--- config.mk ---
export PLATFORM = sky130hd
export DESIGN_NAME = katan64_core
export DESIGN_NICKNAME = d
export VERILOG_FILES = /design/src/rtl/katan64_pkg.sv /design/src/rtl/katan64_ctrl.sv /design/src/rtl/katan64_keysched.sv /design/src/rtl/katan64_state.sv /design/src/rtl/katan64_core.sv
export SDC_FILE = /design/constraint.sdc
export NUM_CORES = 1
export LEC_CHECK = 0
export BUFFER_PORTS_ARGS = -buffer_cell sky130_fd_sc_hd__buf_2
export CORE_ASPECT_RATIO = 1.1
export CORE_MARGIN = 1
export CORE_UTILIZATION = 49
export CTS_BUF_LIST = sky130_fd_sc_hd__clkbuf_4 sky130_fd_sc_hd__clkbuf_8
export DETAILED_ROUTE_END_ITERATION = 8
export PLACE_DENSITY = 0.79
export SYNTH_ARGS = -nofsm -noshare
export SYNTH_HDL_FRONTEND = slang
export SYNTH_SLANG_ARGS = --single-unit
--- constraint.sdc ---
create_clock -name clk -period 1.25 [get_ports clk]
set_input_delay 0.0625 -clock clk [delete_from_list [all_inputs] [get_ports clk]]
set_output_delay 0.0625 -clock clk [all_outputs]
set_load 0.03 [all_outputs]
--- src/rtl/katan64_pkg.sv ---
package katan64_pkg;
  localparam int UP_W  = 25;
  localparam int LO_W  = 39;
  localparam int BLK_W = UP_W + LO_W;
  localparam int KEY_W = 80;
  localparam int IRS_W = 8;

  // Upper-register nonlinear bit for the step at triad offset j.
  function automatic logic up_nl(input logic [UP_W-1:0] u, input int j,
                                 input logic ir, input logic ka);
    return u[24-j] ^ u[15-j] ^ (u[20-j] & u[11-j]) ^ (u[9-j] & ir) ^ ka;
  endfunction

  // Lower-register nonlinear bit for the step at triad offset j.
  function automatic logic lo_nl(input logic [LO_W-1:0] l, input int j,
                                 input logic kb);
    return l[38-j] ^ l[25-j] ^ (l[33-j] & l[21-j]) ^ (l[14-j] & l[9-j]) ^ kb;
  endfunction

  // Two key-register clocks per round.
  function automatic logic [KEY_W-1:0] key_adv2(input logic [KEY_W-1:0] k);
    logic [KEY_W-1:0] r;
    r = k;
    for (int s = 0; s < 2; s++) r = {r[0] ^ r[19] ^ r[30] ^ r[67], r[KEY_W-1:1]};
    return r;
  endfunction

  // Irregular-update sequence step.
  function automatic logic [IRS_W-1:0] irs_adv(input logic [IRS_W-1:0] s);
    return {s[6:0], s[7] ^ s[6] ^ s[4] ^ s[2]};
  endfunction
endpackage

--- src/rtl/katan64_ctrl.sv ---
module katan64_ctrl
  import katan64_pkg::*;
#(
  parameter int ROUNDS = 254
) (
  input  logic clk,
  input  logic rst,
  input  logic start,
  output logic load,
  output logic step,
  output logic ir,
  output logic done
);
  localparam int CW = $clog2(ROUNDS);

  logic             busy_q;
  logic [CW-1:0]    cnt_q;
  logic [IRS_W-1:0] irs_q;
  logic             last_round;

  assign load       = start && !busy_q;
  assign step       = busy_q;
  assign last_round = busy_q && (cnt_q == CW'(ROUNDS - 1));
  assign ir         = irs_q[IRS_W-1];

  always_ff @(posedge clk) begin
    if (rst) begin
      busy_q <= 1'b0;
      cnt_q  <= '0;
      irs_q  <= '1;
      done   <= 1'b0;
    end else begin
      done <= last_round;
      if (load) begin
        busy_q <= 1'b1;
        cnt_q  <= '0;
        irs_q  <= '1;
      end else if (busy_q) begin
        irs_q <= irs_adv(irs_q);
        if (last_round) busy_q <= 1'b0;
        else            cnt_q  <= cnt_q + 1'b1;
      end
    end
  end


  done_after_last_chk: assert property (@(posedge clk) disable iff (rst)
    last_round |=> done);

  done_single_chk: assert property (@(posedge clk) disable iff (rst)
    done |=> !done);

  start_ignored_chk: assert property (@(posedge clk) disable iff (rst)
    (busy_q && start && !last_round) |=> (busy_q && cnt_q == $past(cnt_q) + 1'b1));

  irs_nonzero_chk: assert property (@(posedge clk) disable iff (rst)
    busy_q |-> (irs_q != '0));

  reset_idle_chk: assert property (@(posedge clk)
    rst |=> (!busy_q && !done));
endmodule

--- src/rtl/katan64_keysched.sv ---
module katan64_keysched
  import katan64_pkg::*;
(
  input  logic             clk,
  input  logic             rst,
  input  logic             load,
  input  logic             step,
  input  logic [KEY_W-1:0] key,
  output logic             ka,
  output logic             kb
);
  logic [KEY_W-1:0] key_q;

  assign ka = key_q[0];
  assign kb = key_q[1];

  always_ff @(posedge clk) begin
    if (rst)       key_q <= '0;
    else if (load) key_q <= key;
    else if (step) key_q <= key_adv2(key_q);
  end


  key_shift_two_chk: assert property (@(posedge clk) disable iff (rst)
    (step && !load) |=> (key_q[KEY_W-3:0] == $past(key_q[KEY_W-1:2])));
endmodule

--- src/rtl/katan64_state.sv ---
module katan64_state
  import katan64_pkg::*;
#(
  parameter int STEPS = 3
) (
  input  logic             clk,
  input  logic             rst,
  input  logic             load,
  input  logic             step,
  input  logic [BLK_W-1:0] plaintext,
  input  logic             ka,
  input  logic             kb,
  input  logic             ir,
  output logic [BLK_W-1:0] ciphertext
);
  logic [UP_W-1:0]  up_q;
  logic [LO_W-1:0]  lo_q;
  logic [STEPS-1:0] to_lo;   // oldest step in the top bit
  logic [STEPS-1:0] to_up;

  for (genvar j = 0; j < STEPS; j++) begin : g_triad
    assign to_lo[STEPS-1-j] = up_nl(up_q, j, ir, ka);
    assign to_up[STEPS-1-j] = lo_nl(lo_q, j, kb);
  end

  assign ciphertext = {up_q, lo_q};

  always_ff @(posedge clk) begin
    if (rst) begin
      up_q <= '0;
      lo_q <= '0;
    end else if (load) begin
      up_q <= plaintext[BLK_W-1:LO_W];
      lo_q <= plaintext[LO_W-1:0];
    end else if (step) begin
      up_q <= {up_q[UP_W-1-STEPS:0], to_up};
      lo_q <= {lo_q[LO_W-1-STEPS:0], to_lo};
    end
  end


  up_shift_chk: assert property (@(posedge clk) disable iff (rst)
    (step && !load) |=> (up_q[UP_W-1:STEPS] == $past(up_q[UP_W-1-STEPS:0])));

  idle_hold_chk: assert property (@(posedge clk) disable iff (rst)
    (!step && !load) |=> $stable(ciphertext));
endmodule

--- src/rtl/katan64_core.sv ---
module katan64_core
  import katan64_pkg::*;
#(
  parameter int ROUNDS = 254,
  parameter int STEPS  = 3
) (
  input  logic              clk,
  input  logic              rst,
  input  logic              start,
  input  logic [63:0]       plaintext,
  input  logic [79:0]       key,
  output logic              done,
  output logic [63:0]       ciphertext
);
  logic load, step, ir, ka, kb;

  katan64_ctrl #(.ROUNDS(ROUNDS)) u_ctrl (
    .clk(clk), .rst(rst), .start(start),
    .load(load), .step(step), .ir(ir), .done(done)
  );

  katan64_keysched u_key (
    .clk(clk), .rst(rst), .load(load), .step(step),
    .key(key), .ka(ka), .kb(kb)
  );

  katan64_state #(.STEPS(STEPS)) u_state (
    .clk(clk), .rst(rst), .load(load), .step(step),
    .plaintext(plaintext), .ka(ka), .kb(kb), .ir(ir),
    .ciphertext(ciphertext)
  );
endmodule

* Word-level counts from Yosys, hierarchy flattened *
Cells that the tools add are included.

word-level totals
  bits of input ports = 147
  flip-flop bits (word level) = 162
  word-level logic and storage cells = 70
  output and inout bits = 65

cells by class
  muxes and demuxes = 9
  reduce and logical (&&, ||, !) cells = 6
  equal/unequal tests = 1
  bitwise gates (word level) = 46
  add/subtract/negate cells = 1

operators with widths
  kind                 count
  $mux 80              2
  $mux 39              2
  $mux 25              2
  $xor 1x1->1          33
  $and 1x1->1          12
  $add 8x1->8 const B  1
  $eq 8x8->1 const B   1
  $mux 1               3
  $logic_and 1x1->1    2
  $reduce_and 2->1     1
  $reduce_bool 2->1    1
  $reduce_or 2->1      1
  $logic_not 1->1      1
  $not 1->1            1

* Longest topological paths before layout *
Gate-level depths: netlist of run 1.

  word-level depth = 6
  depth in mapped cells = 6

* By module *
From an unflattened synthesis of run 1, not the netlist that was laid out.

unflattened totals
  cells, all modules = 821
  area, all modules = 8,179.1 um^2

modules (own cells, without submodules)
  module            times used  cells an instance  area an instance (um^2)  seq. area each (um^2)
  katan64_keysched  1           355                4,195.3                  1,601.5
  katan64_state     1           380                3,161.8                  1,281.2
  katan64_ctrl      1           86                 822.0                    360.3

* Worst setup path after synthesis of run 1 *
Ideal clock, no wire load.

  path type = reg-to-reg
  from = register u_ctrl.cnt_q[1]
  to = register u_ctrl.cnt_q[1]
  path slack = -0.048 ns
  arrival = 1.213 ns
  library setup time = 0.086 ns
  clock period less this slack = 1.298 ns
  stages on the path, launching flop included = 7
  path through = dfxtp_1 > inv_1 > ha_1 > and3_1 > a31oi_4 > nor2_1 > a211oi_1

between the ends
  longest elaborated chain between the ends = 4

ends and longest elaborated chain
  what                                                                 line                text
  start, declared                                                      katan64_ctrl.sv:17  logic [CW-1:0] cnt_q;
  start signal, assigned                                               katan64_ctrl.sv:41  else cnt_q <= cnt_q + 1'b1;
  parallel branches: the longest is 4 deep, another holds $add 8x1->8  -

Parallel ways; which one is timed is not known.
A chain may end at the register's enable or synchronous reset.

* Worst setup path after layout of run 1 *
  from = register u_ctrl.busy_q, in the netlist u_ctrl.step
  to = register u_ctrl.irs_q[4]

between the ends
  longest elaborated chain between the ends = 3

ends and longest elaborated chain
  what                       line                text
  start, declared            katan64_ctrl.sv:16  logic busy_q;
  start signal, assigned     katan64_ctrl.sv:28  busy_q <= 1'b0;
  start signal, assigned     katan64_ctrl.sv:35  busy_q <= 1'b1;
  start signal, assigned     katan64_ctrl.sv:40  if (last_round) busy_q <= 1'b0;
  $logic_not 1->1            katan64_ctrl.sv:21  assign load = start && !busy_q;
  $logic_and 1x1->1          katan64_ctrl.sv:21
  $reduce_or 2->1 (no line)  -
  end signal, assigned       katan64_ctrl.sv:39  irs_q <= irs_adv(irs_q);
  end, declared              katan64_ctrl.sv:18  logic [IRS_W-1:0] irs_q;

Several ways; a longest one is shown, not always the timed one.

==> results of run 1 <==
==> cells by family (layout without fill, tap and decap cells) <==
family          Yosys count  after routing  synth area share (%)
flops                   162            162                  42.8
fa+ha+maj                 2              2                 0.330
simple gates            320            320                  16.3
xor+xnor                 35             35                  4.04
buf+inv                  70            431                  5.66
compound gates          156            156                  10.8
mux                     152            152                  20.1
==> state kept, by name, indices dropped and copies added (netlist names) <==
register	flops
u_key.key_q	80
u_ctrl.irs_q	8
u_state.lo_q	39
u_ctrl.done	1
u_ctrl.cnt_q	8
u_ctrl.step	1
u_state.up_q	25
==> path summary, 6_finish.rpt <==
check / endpoint / slack, ns / depth (start not counted)
worst max-delay path: u_ctrl.irs_q[4] / -0.01 / 5
worst min-delay path: u_state.up_q[8] / 0.21 / 5
worst max register to register: u_ctrl.irs_q[4] / -0.01 / 5
worst min register to register: u_ctrl.irs_q[3] / 0.49 / 2
==> where the power goes <==
part | leakage [uW] | switching [uW] | total [uW] | internal [uW]
Combinational | 0.00364 | 1560 | 2950 | 1400
Clock | 0.000196 | 2070 | 3720 | 1660
Sequential | 0.00133 | 292 | 5790 | 5500
==> area by class of cell <==
class	count	area (sq um)	share of cell area [%]
clock inverter	14	128	1.17
sequential	162	3250	29.7
inverter	2	7.51	0.0685
clock buffer	18	248	2.26
timing repair buffer	397	3060	28.0
multi-input combinational	665	4010	36.6
tap	196	245	2.24
==> per-stage QoR <==
stage / cells / hold WS, ns / power (uW)
final: 1454 / 0.208 / 12500
after floorplan: 897 / 0.236 / 7510
after detailed placement: 1271 / 0.360 / 8260
after global placement: 1271 / 0.343 / 8210
after global routing: 1454 / 0.198 / 13100
after CTS: 1448 / 0.170 / 12300
==> Yosys cell counts, drive strengths merged <==
cell | n | area (sq um)
nor2 | 281 | 1050
dfxtp | 162 | 3240
mux2i | 152 | 1520
a21oi | 141 | 709
buf | 53 | 365
xnor2 | 26 | 228
nand2 | 23 | 86.3
clkbuf | 15 | 56.3
xor2 | 9 | 78.8
o22ai | 6 | 37.5
a211oi | 4 | 30.0
nand3 | 4 | 20.0
a31oi | 3 | 33.8
and3 | 3 | 18.8
ha | 2 | 25.0
inv | 2 | 7.50
nand2b | 2 | 12.5
nand4 | 2 | 12.5
nor3b | 2 | 15.0
o21ai | 2 | 10.0
and4 | 1 | 8.76
nor3 | 1 | 5.00
or2 | 1 | 6.26
==> worst reg2reg max path, cell delays in order (launching register included) <==
cell       delay [ns]
dfxtp_4          0.43
buf_6            0.14
buf_6            0.10
clkbuf_16        0.18
mux2i_1          0.22
nand2_1          0.08
==> layout by cell type (no fill, tap or decap), types with 4 or more instances in the layout <==
cell type / instances
xnor2_1: 24
clkbuf_8: 19
buf_4: 21
a211oi_1: 4
inv_6: 4
clkinv_2: 4
mux2i_1: 152
o22ai_2: 5
buf_2: 208
nor2_2: 4
dlygate4sd3_1: 145
buf_12: 11
nor2_1: 277
buf_6: 6
nand3_1: 4
a21oi_1: 137
nand2_1: 23
xor2_1: 9
dfxtp_1: 158
==> layer usage <==
| layer | up-vias | part of all wire (%) | wire length, um | track usage, % |
|---|---|---|---|---|
| met5 | - | 0.043 | 10 | 0 |
| met4 | 2 | 5.0 | 1160 | 16.4 |
| met3 | 105 | 5.0 | 1170 | 5.91 |
| met2 | 319 | 50 | 11600 | 49.4 |
| met1 | 3547 | 40 | 9200 | 31.5 |
| li1 | 3713 | - | - | - |
==> repair_timing <==
item                                   CTS  global route
setup endpoints to repair                3            81
buffers inserted                         0             4
gates resized for setup                  3            31
endpoints found under the hold margin  148             0
pin swaps                                2             3
hold buffers                           145             0
gates cloned                             0             2
==> out/qor.yml, run 1 <==
status:
  status: "finished with violations"
  violations: "negative setup slack"
routing:
  routed_wirelength_um: 23100
  wire_per_inst_um: 15.9
  drc_errors: 0
  vias: 7686
  via_per_inst: 5.29
  drt_iter0_drc: 454
  drtAntennaViolNets: 0
  drt_first_pass_iters: 5
floorplanning:
  die_width_um: 121
  num_rows: 47
  die_h_um: 132
  io_pins: 212
  core-area_sq_um: 15100
  die_area_sq_um: 16000
  start_util_pct: 50.2
worst_setup_path:
  r2r-start: "u_ctrl.step"
  worstSetupStartpoint: "u_ctrl.step"
  worstSetupPathType: "reg2reg"
  path_cells: "buf_6 > buf_6 > clkbuf_16 > mux2i_1 > nand2_1"
  start_kind: "register"
  critPathSlowestCell: "dfxtp_4"
  cp_num_buf_inv: 3
  crit_family: "flip-flops"
  cp.required_ns: 1.60
  worstPathArrival_ns: 1.61
  path_max_fanout: 21
  crit_path_frequent_cell: "buf_6"
  end_kind: "register"
  crit_path_max_incr_delay_ns: 0.43
cells_and_area:
  postLayoutCoreUtil_pct: 72.5
  diodes: 0
  nNetsFinal: 1394
  fillCellCount: 1004
  syn2layout_area_growth_pct: 44.4
  fin_area_sq_um: 11000
  drive_above_1_share_pct: 24.8
pwr:
  p_per_area_nw_per_um2: 1140
  leakage_uw: 0.00516
  vdd_drop_max_uv: 786
timing:
  max_freq_ghz: 0.793
  fin_skew_ns: 0.0181
  rsz0062_at_grt: "true"
  finalSetupViolCount: 1
  tightest_slew_ns: 0.347
  finalCritPeriodShare_pct: 101
  hold_viol: 0
  tns_ns: -0.0111
  slew_viol_final: 0
  slew_headroom_pct: 76.9
  fin_ws_ns: -0.0111
  fin_crit_ns: 1.26
cts:
  cts_sinks: 162
  cts_buffers: 17
  clock_path_buffers: 2
  root_buffer: "clkbuf_8"
  clkTransAtPathRegs_ns: 0.09
  clock_latency_ns: 0.46
  htreeDepth: 4
  cts_tree: "built"
global_route:
  grt_usage_pct: 28.3
  grt_first_pass_wirelength_um: 35900
  antenna_found_initial: 1
  gr-total-overflow: 0
  grt_max_degree: 83
  grt_pass1_vias: 7625
synth:
  syn_area_sq_um: 7590
  yosys_warnings: 0
  netlist_instances: 897
  syn_avg_cell_area_sq_um: 8.46
  synth_seq_cells: 162
  synth_nets: 1046
  yosys.cell_types.count: 29
  yosysSeqAreaShare_pct: 42.8
run:
  cap_violations: 0
placement:
  place_ws_ns: -0.0392
  numPortBuffers: 211
  placed_area_sq_um: 8910
  gp_congestion: 0.862
  hpwl_um: 12700
min_path:
  hp-class: "in2reg"
  hold_path_startpoint: "start"
No activity file was read; power rests on OpenSTA's default activity.
==> inputs of run 2 (changes only) <==
--- a/config.mk
+++ b/config.mk
@@ -8,10 +8,11 @@
 export BUFFER_PORTS_ARGS = -buffer_cell sky130_fd_sc_hd__buf_2
 export CORE_ASPECT_RATIO = 1.1
 export CORE_MARGIN = 1
-export CORE_UTILIZATION = 49
+export CORE_UTILIZATION = 40
 export CTS_BUF_LIST = sky130_fd_sc_hd__clkbuf_4 sky130_fd_sc_hd__clkbuf_8
 export DETAILED_ROUTE_END_ITERATION = 8
-export PLACE_DENSITY = 0.79
+export PLACE_DENSITY = 0.66
+export SETUP_SLACK_MARGIN = 0.05
 export SYNTH_ARGS = -nofsm -noshare
 export SYNTH_HDL_FRONTEND = slang
 export SYNTH_SLANG_ARGS = --single-unit
==> run 2 against run 1 <==
The flow still finishes with violations (negative setup slack). Worst setup slack worse by 0.0068 ns. Sequential cell count stayed put. Global-route usage is 7.1 points lower. Total power is 11% higher. Critical path depth is 1 lower. Utilization is 6.3 points lower. Combinational power is 22% higher. Routed wire length is 7.1% higher. Largest power group unchanged. Final area is 12% higher. Register-to-register slack hardly changed.
==> out/qor.yml, run 2 (same netlist as run 1, synthesis figures left out) <==
cells_and_area:
  largest_register: "u_key.key_q"
  postLayoutCoreUtil_pct: 66.2  # -6.3 points
  diodes: 0  # unchanged
  final_common_cell: "nor2_1"
  fin_area_sq_um: 12200  # +12%
  final_cell_mix: "nor2_1, buf_2, mux2i_1, dlygate4sd3_1, dfxtp_1"
  reg_top3: "u_key.key_q x80, u_state.lo_q x39, u_state.up_q x25"
  drive_above_1_share_pct: 38.3  # +14 points
  nNetsFinal: 1407  # +0.93%
  largest_reg_flops: 80  # unchanged
  syn2layout_area_growth_pct: 61.2
placement:
  numPortBuffers: 211  # unchanged
  hpwl_um: 13000  # +2.7%
  gp_congestion: 0.809  # -6.1%
  placed_area_sq_um: 8950  # +0.44%
run:
  cap_violations: 0  # unchanged
floorplanning:
  die_area_sq_um: 19500  # +22%
  die_h_um: 146  # +11%
  num_rows: 52  # +11%
  io_pins: 212  # unchanged
  die_width_um: 133  # +11%
  core-area_sq_um: 18500  # +22%
  start_util_pct: 41.1  # -9.1 points
routing:
  drt_iter0_drc: 355  # -22%
  drc_errors: 0  # unchanged
  vias: 7771  # +1.1%
  routed_wirelength_um: 24800  # +7.1%
  wire_per_inst_um: 16.4  # +2.8%
  via_per_inst: 5.13  # -2.9%
  drtAntennaViolNets: 0  # unchanged
  drt_first_pass_iters: 5  # unchanged
pwr:
  leakage_uw: 0.00540  # +4.6%
  p_per_area_nw_per_um2: 1130  # -0.66%
  vdd_drop_max_uv: 653  # -17%
timing:
  slew_headroom_pct: 74.9  # -2.0 points
  rsz0062_at_grt: "true"
  fin_crit_ns: 1.27  # +0.00681 ns
  fin_skew_ns: 0.0101  # -0.00801 ns
  holdWs_ns: 0.199  # -0.00878 ns
  fin_ws_ns: -0.0179  # -0.00681 ns
  slew_viol_final: 0  # unchanged
  hold_viol: 0  # unchanged
  finalCritPeriodShare_pct: 101  # +0.54 points
  tightest_slew_ns: 0.366  # +0.0196 ns
  max_freq_ghz: 0.789  # -0.54%
  finalSetupViolCount: 4  # +3
worst_setup_path:
  worstPathArrival_ns: 1.64  # +0.03 ns
  end_kind: "register"
  path_max_fanout: 59  # +180%
  cp.required_ns: 1.62  # +0.02 ns
  start_kind: "register"
  r2r_slack_ns: -0.02  # about the same
  worstSetupPathType: "reg2reg"
global_route:
  grt_pass1_vias: 6972  # -8.6%
  grt_usage_pct: 21.2  # -7.1 points
  antenna_found_initial: 0  # -1
  grt_max_degree: 68  # -18%
  grt_first_pass_wirelength_um: 33500  # -6.9%
  gr-total-overflow: 0  # unchanged
cts:
  clock_latency_ns: 0.46  # about the same
  cts_tree: "built"
  clock_path_buffers: 2  # unchanged
  root_buffer: "clkbuf_8"
  cts_sinks: 162  # unchanged
  clkTransAtPathRegs_ns: 0.09  # about the same
  htreeDepth: 4  # unchanged
  cts_buffers: 17  # unchanged
min_path:
  hp-class: "in2reg"
status:
  violations: "negative setup slack"
  status: "finished with violations"
-- run 2: changes by cell type in the layout (fill, tap and decap cells not counted), sizes merged --
cell,change
bufinv,+3
inv,+1
clkinv,-3
buf,-18
clkbuf,+30
-- run 2: power by group --
group | switching (uW) | total, uW | internal, uW
logic | 1850 | 3590 | 1740
registers | 325 | 5840 | 5520
clock network | 2150 | 4400 | 2250
total | 4330 | 13800 | 9500
-- run 2: final timing paths --
check                       start              end  depth (start not counted)
setup reg to reg      u_ctrl.step  u_state.lo_q[0]                          4
hold reg to reg   u_ctrl.irs_q[5]  u_ctrl.irs_q[5]                          2
hold / removal              start      u_ctrl.step                          4
setup / recovery      u_ctrl.step  u_state.lo_q[0]                          4
-- run 2: area by class of cell --
| type | count | area, sq um |
|---|---|---|
| Inverter | 2 | 7.51 |
| Multi-Input combinational cell | 665 | 4690 |
| Tap cell | 243 | 304 |
| Fill cell | 1373 | 6250 |
| Clock buffer | 17 | 234 |
| Clock inverter | 15 | 221 |
| Sequential cell | 162 | 3280 |
| Timing Repair Buffer | 410 | 3490 |
-- run 2: per-stage QoR --
step                instances  total power (uW)  setup WS, ns  TNS [ns]
floorplan                 897              7510        0.0530         0
global placement         1315              8220        0.0224         0
detailed placement       1315              8250       -0.0211   -0.0211
CTS                      1494             13000        0.0164         0
global route             1514             14400       -0.0564    -0.928
finish                   1514             13800       -0.0179   -0.0412
-- run 2: critical path, stage by stage (launching register included) --
cell	delay (ns)
dfxtp_4	0.37
buf_12	0.16
buf_16	0.19
or2_4	0.31
o22ai_1	0.15
-- run 2: timing repair --
| action | in CTS | in global routing |
|---|---|---|
| setup endpoints to repair | 81 | 151 |
| hold endpoints to repair | 146 | 0 |
| hold buffers | 145 | 0 |
| gates resized for setup | 11 | 269 |
| setup buffers | 1 | 4 |
| pin swaps | 1 | 58 |
| cloned | 1 | 17 |
-- run 2: per-layer routing --
metal / wire length, um / global-route usage, %
met1: 9940 / 25.5
met2: 12800 / 36.6
met3: 1040 / 4.58
met4: 990 / 8.64
met5: 0 / 0
==> inputs of run 3 (changes only) <==
--- a/config.mk
+++ b/config.mk
@@ -8,10 +8,10 @@
 export BUFFER_PORTS_ARGS = -buffer_cell sky130_fd_sc_hd__buf_2
 export CORE_ASPECT_RATIO = 1.1
 export CORE_MARGIN = 1
-export CORE_UTILIZATION = 40
+export CORE_UTILIZATION = 49
 export CTS_BUF_LIST = sky130_fd_sc_hd__clkbuf_4 sky130_fd_sc_hd__clkbuf_8
 export DETAILED_ROUTE_END_ITERATION = 8
-export PLACE_DENSITY = 0.66
+export PLACE_DENSITY_LB_ADDON = 0.25
 export SETUP_SLACK_MARGIN = 0.05
 export SYNTH_ARGS = -nofsm -noshare
 export SYNTH_HDL_FRONTEND = slang
==> run 3 against run 2 <==
Critical path depth is the same. Final cell count fell by 3.8%. Hold slack worse by 0.087 ns. The run now ends clean. Non-clock buffer count is 11 lower. Highest routed layer unchanged. Clock power is 10% lower. Count of clock-buffer cells in the layout did not move. Via count decreased by 2.0%. Sequential power about the same. Sequential cell count did not move. Combinational power down 14%. Clock skew rose by 0.0069 ns. Worst setup slack improved by 0.031 ns.
==> out/qor.yml, run 3 (same netlist as run 1, synthesis figures left out) <==
cells_and_area:
  fin_area_sq_um: 11300  # -7.7%
  fillCellCount: 995  # -28%
  final_common_cell: "nor2_1"
  nNetsFinal: 1396  # -0.78%
  drive_above_1_share_pct: 30.3  # -8.0 points
  largest_register: "u_key.key_q"
  syn2layout_area_growth_pct: 48.8
  largest_reg_flops: 80  # unchanged
  reg_top3: "u_key.key_q x80, u_state.lo_q x39, u_state.up_q x25"
  diodes: 0  # unchanged
  final_cell_mix: "nor2_1, buf_2, mux2i_1, dlygate4sd3_1, dfxtp_1"
pwr:
  vdd_drop_max_uv: 682  # +4.5%
  leakage_uw: 0.00520  # -3.7%
  p_comb_share_pct: 23.9  # -2.1 points
  p_sw_share_pct: 31.3  # +0.059 points
  clkPwrFrac_pct: 30.8  # -1.0 points
  seqPwrFrac_pct: 45.2  # +3.0 points
  p_switching_uw: 4030  # -6.9%
  p_int_uw: 8820  # -7.2%
  p_per_area_nw_per_um2: 1140  # +0.63%
min_path:
  hold-path-cell-count: 5  # +1
  hp-class: "in2reg"
global_route:
  grt_usage_pct: 27.2  # +6.0 points
  gr-total-overflow: 0  # unchanged
  grt_pass1_vias: 7366  # +5.7%
  grt_max_degree: 83  # +22%
  grt_first_pass_wirelength_um: 34600  # +3.4%
  antenna_found_initial: 0  # unchanged
cts:
  root_buffer: "clkbuf_8"
  clkTransAtPathRegs_ns: 0.10  # about the same
  clock_latency_ns: 0.46  # about the same
  cts_tree: "built"
  clock_path_buffers: 2  # unchanged
  cts_buffers: 17  # unchanged
  cts_sinks: 162  # unchanged
  htreeDepth: 4  # unchanged
floorplanning:
  core-area_sq_um: 15100  # -18%
  die_area_sq_um: 16000  # -18%
  num_rows: 47  # -9.6%
  start_util_pct: 50.2  # +9.1 points
  io_pins: 212  # unchanged
  die_h_um: 132  # -9.5%
  die_width_um: 121  # -9.5%
status:
  status: "complete, no violations"
placement:
  placed_area_sq_um: 8890  # -0.66%
  hpwl_um: 12500  # -3.5%
  gp_congestion: 0.841  # +4.0%
  numPortBuffers: 211  # unchanged
  place_ws_ns: -0.0140  # +0.00705 ns
timing:
  finalCritPeriodShare_pct: 99.0  # -2.4 points
  slew_viol_final: 0  # unchanged
  fin_skew_ns: 0.0170  # +0.00687 ns
  slew_headroom_pct: 78.5  # +3.6 points
  tightest_slew_ns: 0.313  # -0.0529 ns
  fin_ws_ns: 0.0127  # +0.0306 ns
  finalSetupViolCount: 0  # -4
  rsz0062_at_grt: "true"
  hold_viol: 0  # unchanged
  max_freq_ghz: 0.808  # +2.5%
  fin_crit_ns: 1.24  # -0.0306 ns
routing:
  wl_met3_um: 1170  # +12%
  drtAntennaViolNets: 0  # unchanged
  via_per_inst: 5.23  # +1.9%
  drc_errors: 0  # unchanged
  highest_layer: "met4"
  wire_per_inst_um: 15.7  # -4.2%
  drt_iter0_drc: 427  # +20%
  drt-met1-wl_um: 9130  # -8.1%
  route.met2.wl_um: 11700  # -8.3%
  vias: 7615  # -2.0%
  routed_wirelength_um: 22800  # -7.8%
  drt_first_pass_iters: 5  # unchanged
worst_setup_path:
  path_max_fanout: 82  # +39%
  start_kind: "register"
  worstPathArrival_ns: 1.60  # -0.04 ns
  worstSetupPathType: "reg2reg"
  end_kind: "register"
  rr_worst_depth: 4  # unchanged
  cp.required_ns: 1.61  # about the same
run:
  cap_violations: 0  # unchanged
-- run 3: cell count changes in the layout (fill, tap and decap cells not counted), moves of 4 or more --
| cell | delta |
|---|---|
| a21oi_1 | +46 |
| a21oi_2 | -42 |
| nor2_4 | -42 |
| nor2_1 | +41 |
| clkbuf_16 | -12 |
| dfxtp_2 | -8 |
| buf_4 | +7 |
| clkbuf_4 | -7 |
| dfxtp_1 | +7 |
| buf_2 | +5 |
| a21oi_4 | -4 |
| buf_8 | -4 |
-- run 3: worst paths after layout --
kind                    from               end  slack [ns]
max reg2reg      u_ctrl.step  u_state.lo_q[30]        0.01
max              u_ctrl.step  u_state.lo_q[30]        0.01
min                    start  u_state.up_q[24]        0.11
min reg2reg  u_ctrl.irs_q[3]   u_ctrl.irs_q[3]        0.48
-- run 3: metrics by stage --
stage	setup TNS (ns)	cells	util [%]	hold slack, ns	total power (uW)
floorplan	0	897	-	0.236	7510
finish	0	1456	74.7	0.113	12800
global route	-0.197	1456	74.7	0.176	13400
detailed placement	-0.0146	1268	58.8	0.350	8250
CTS	0	1449	71.7	0.0871	12500
global placement	0	1268	58.8	0.348	8210
-- run 3: power groups by stage --
stage | Combinational [uW] | Sequential, uW | Clock (uW)
floorplan | 1410 | 6100 | 0
global placement | 2320 | 5890 | 0
detailed placement | 2360 | 5890 | 0
CTS | 2770 | 5770 | 4000
global route | 3320 | 5850 | 4250
finish | 3080 | 5810 | 3960
-- run 3: cell type report --
type,instances,area [sq um],area share [%]
multi-input combinational,665,4190,37.1
sequential,162,3280,29.0
timing repair buffer,399,3160,28.0
tap,196,245,2.17
clock buffer,17,234,2.07
clock inverter,15,171,1.52
inverter,2,10.0,0.0887
-- run 3: metal layers --
metal | global-route usage [%] | vias to the layer above
met5 | 0 | -
met4 | 12.1 | 0
met3 | 5.30 | 75
met2 | 49.1 | 271
met1 | 30.7 | 3548
li1 | - | 3721
-- run 3: timing repair --
action                     4_1_cts  5_1_grt
resized for setup               14      119
buffers inserted                 3        7
setup endpoints to repair       55      115
hold endpoints to repair       146        0
gates cloned                     1        1
hold buffers                   145        0
pin swaps                        2       18
-- run 3: worst max-delay path: stages (launching register included) --
cell     delay [ns]
dfxtp_4        0.44
buf_16         0.31
nor2_1         0.12
a21oi_1        0.17
nor2_1         0.07
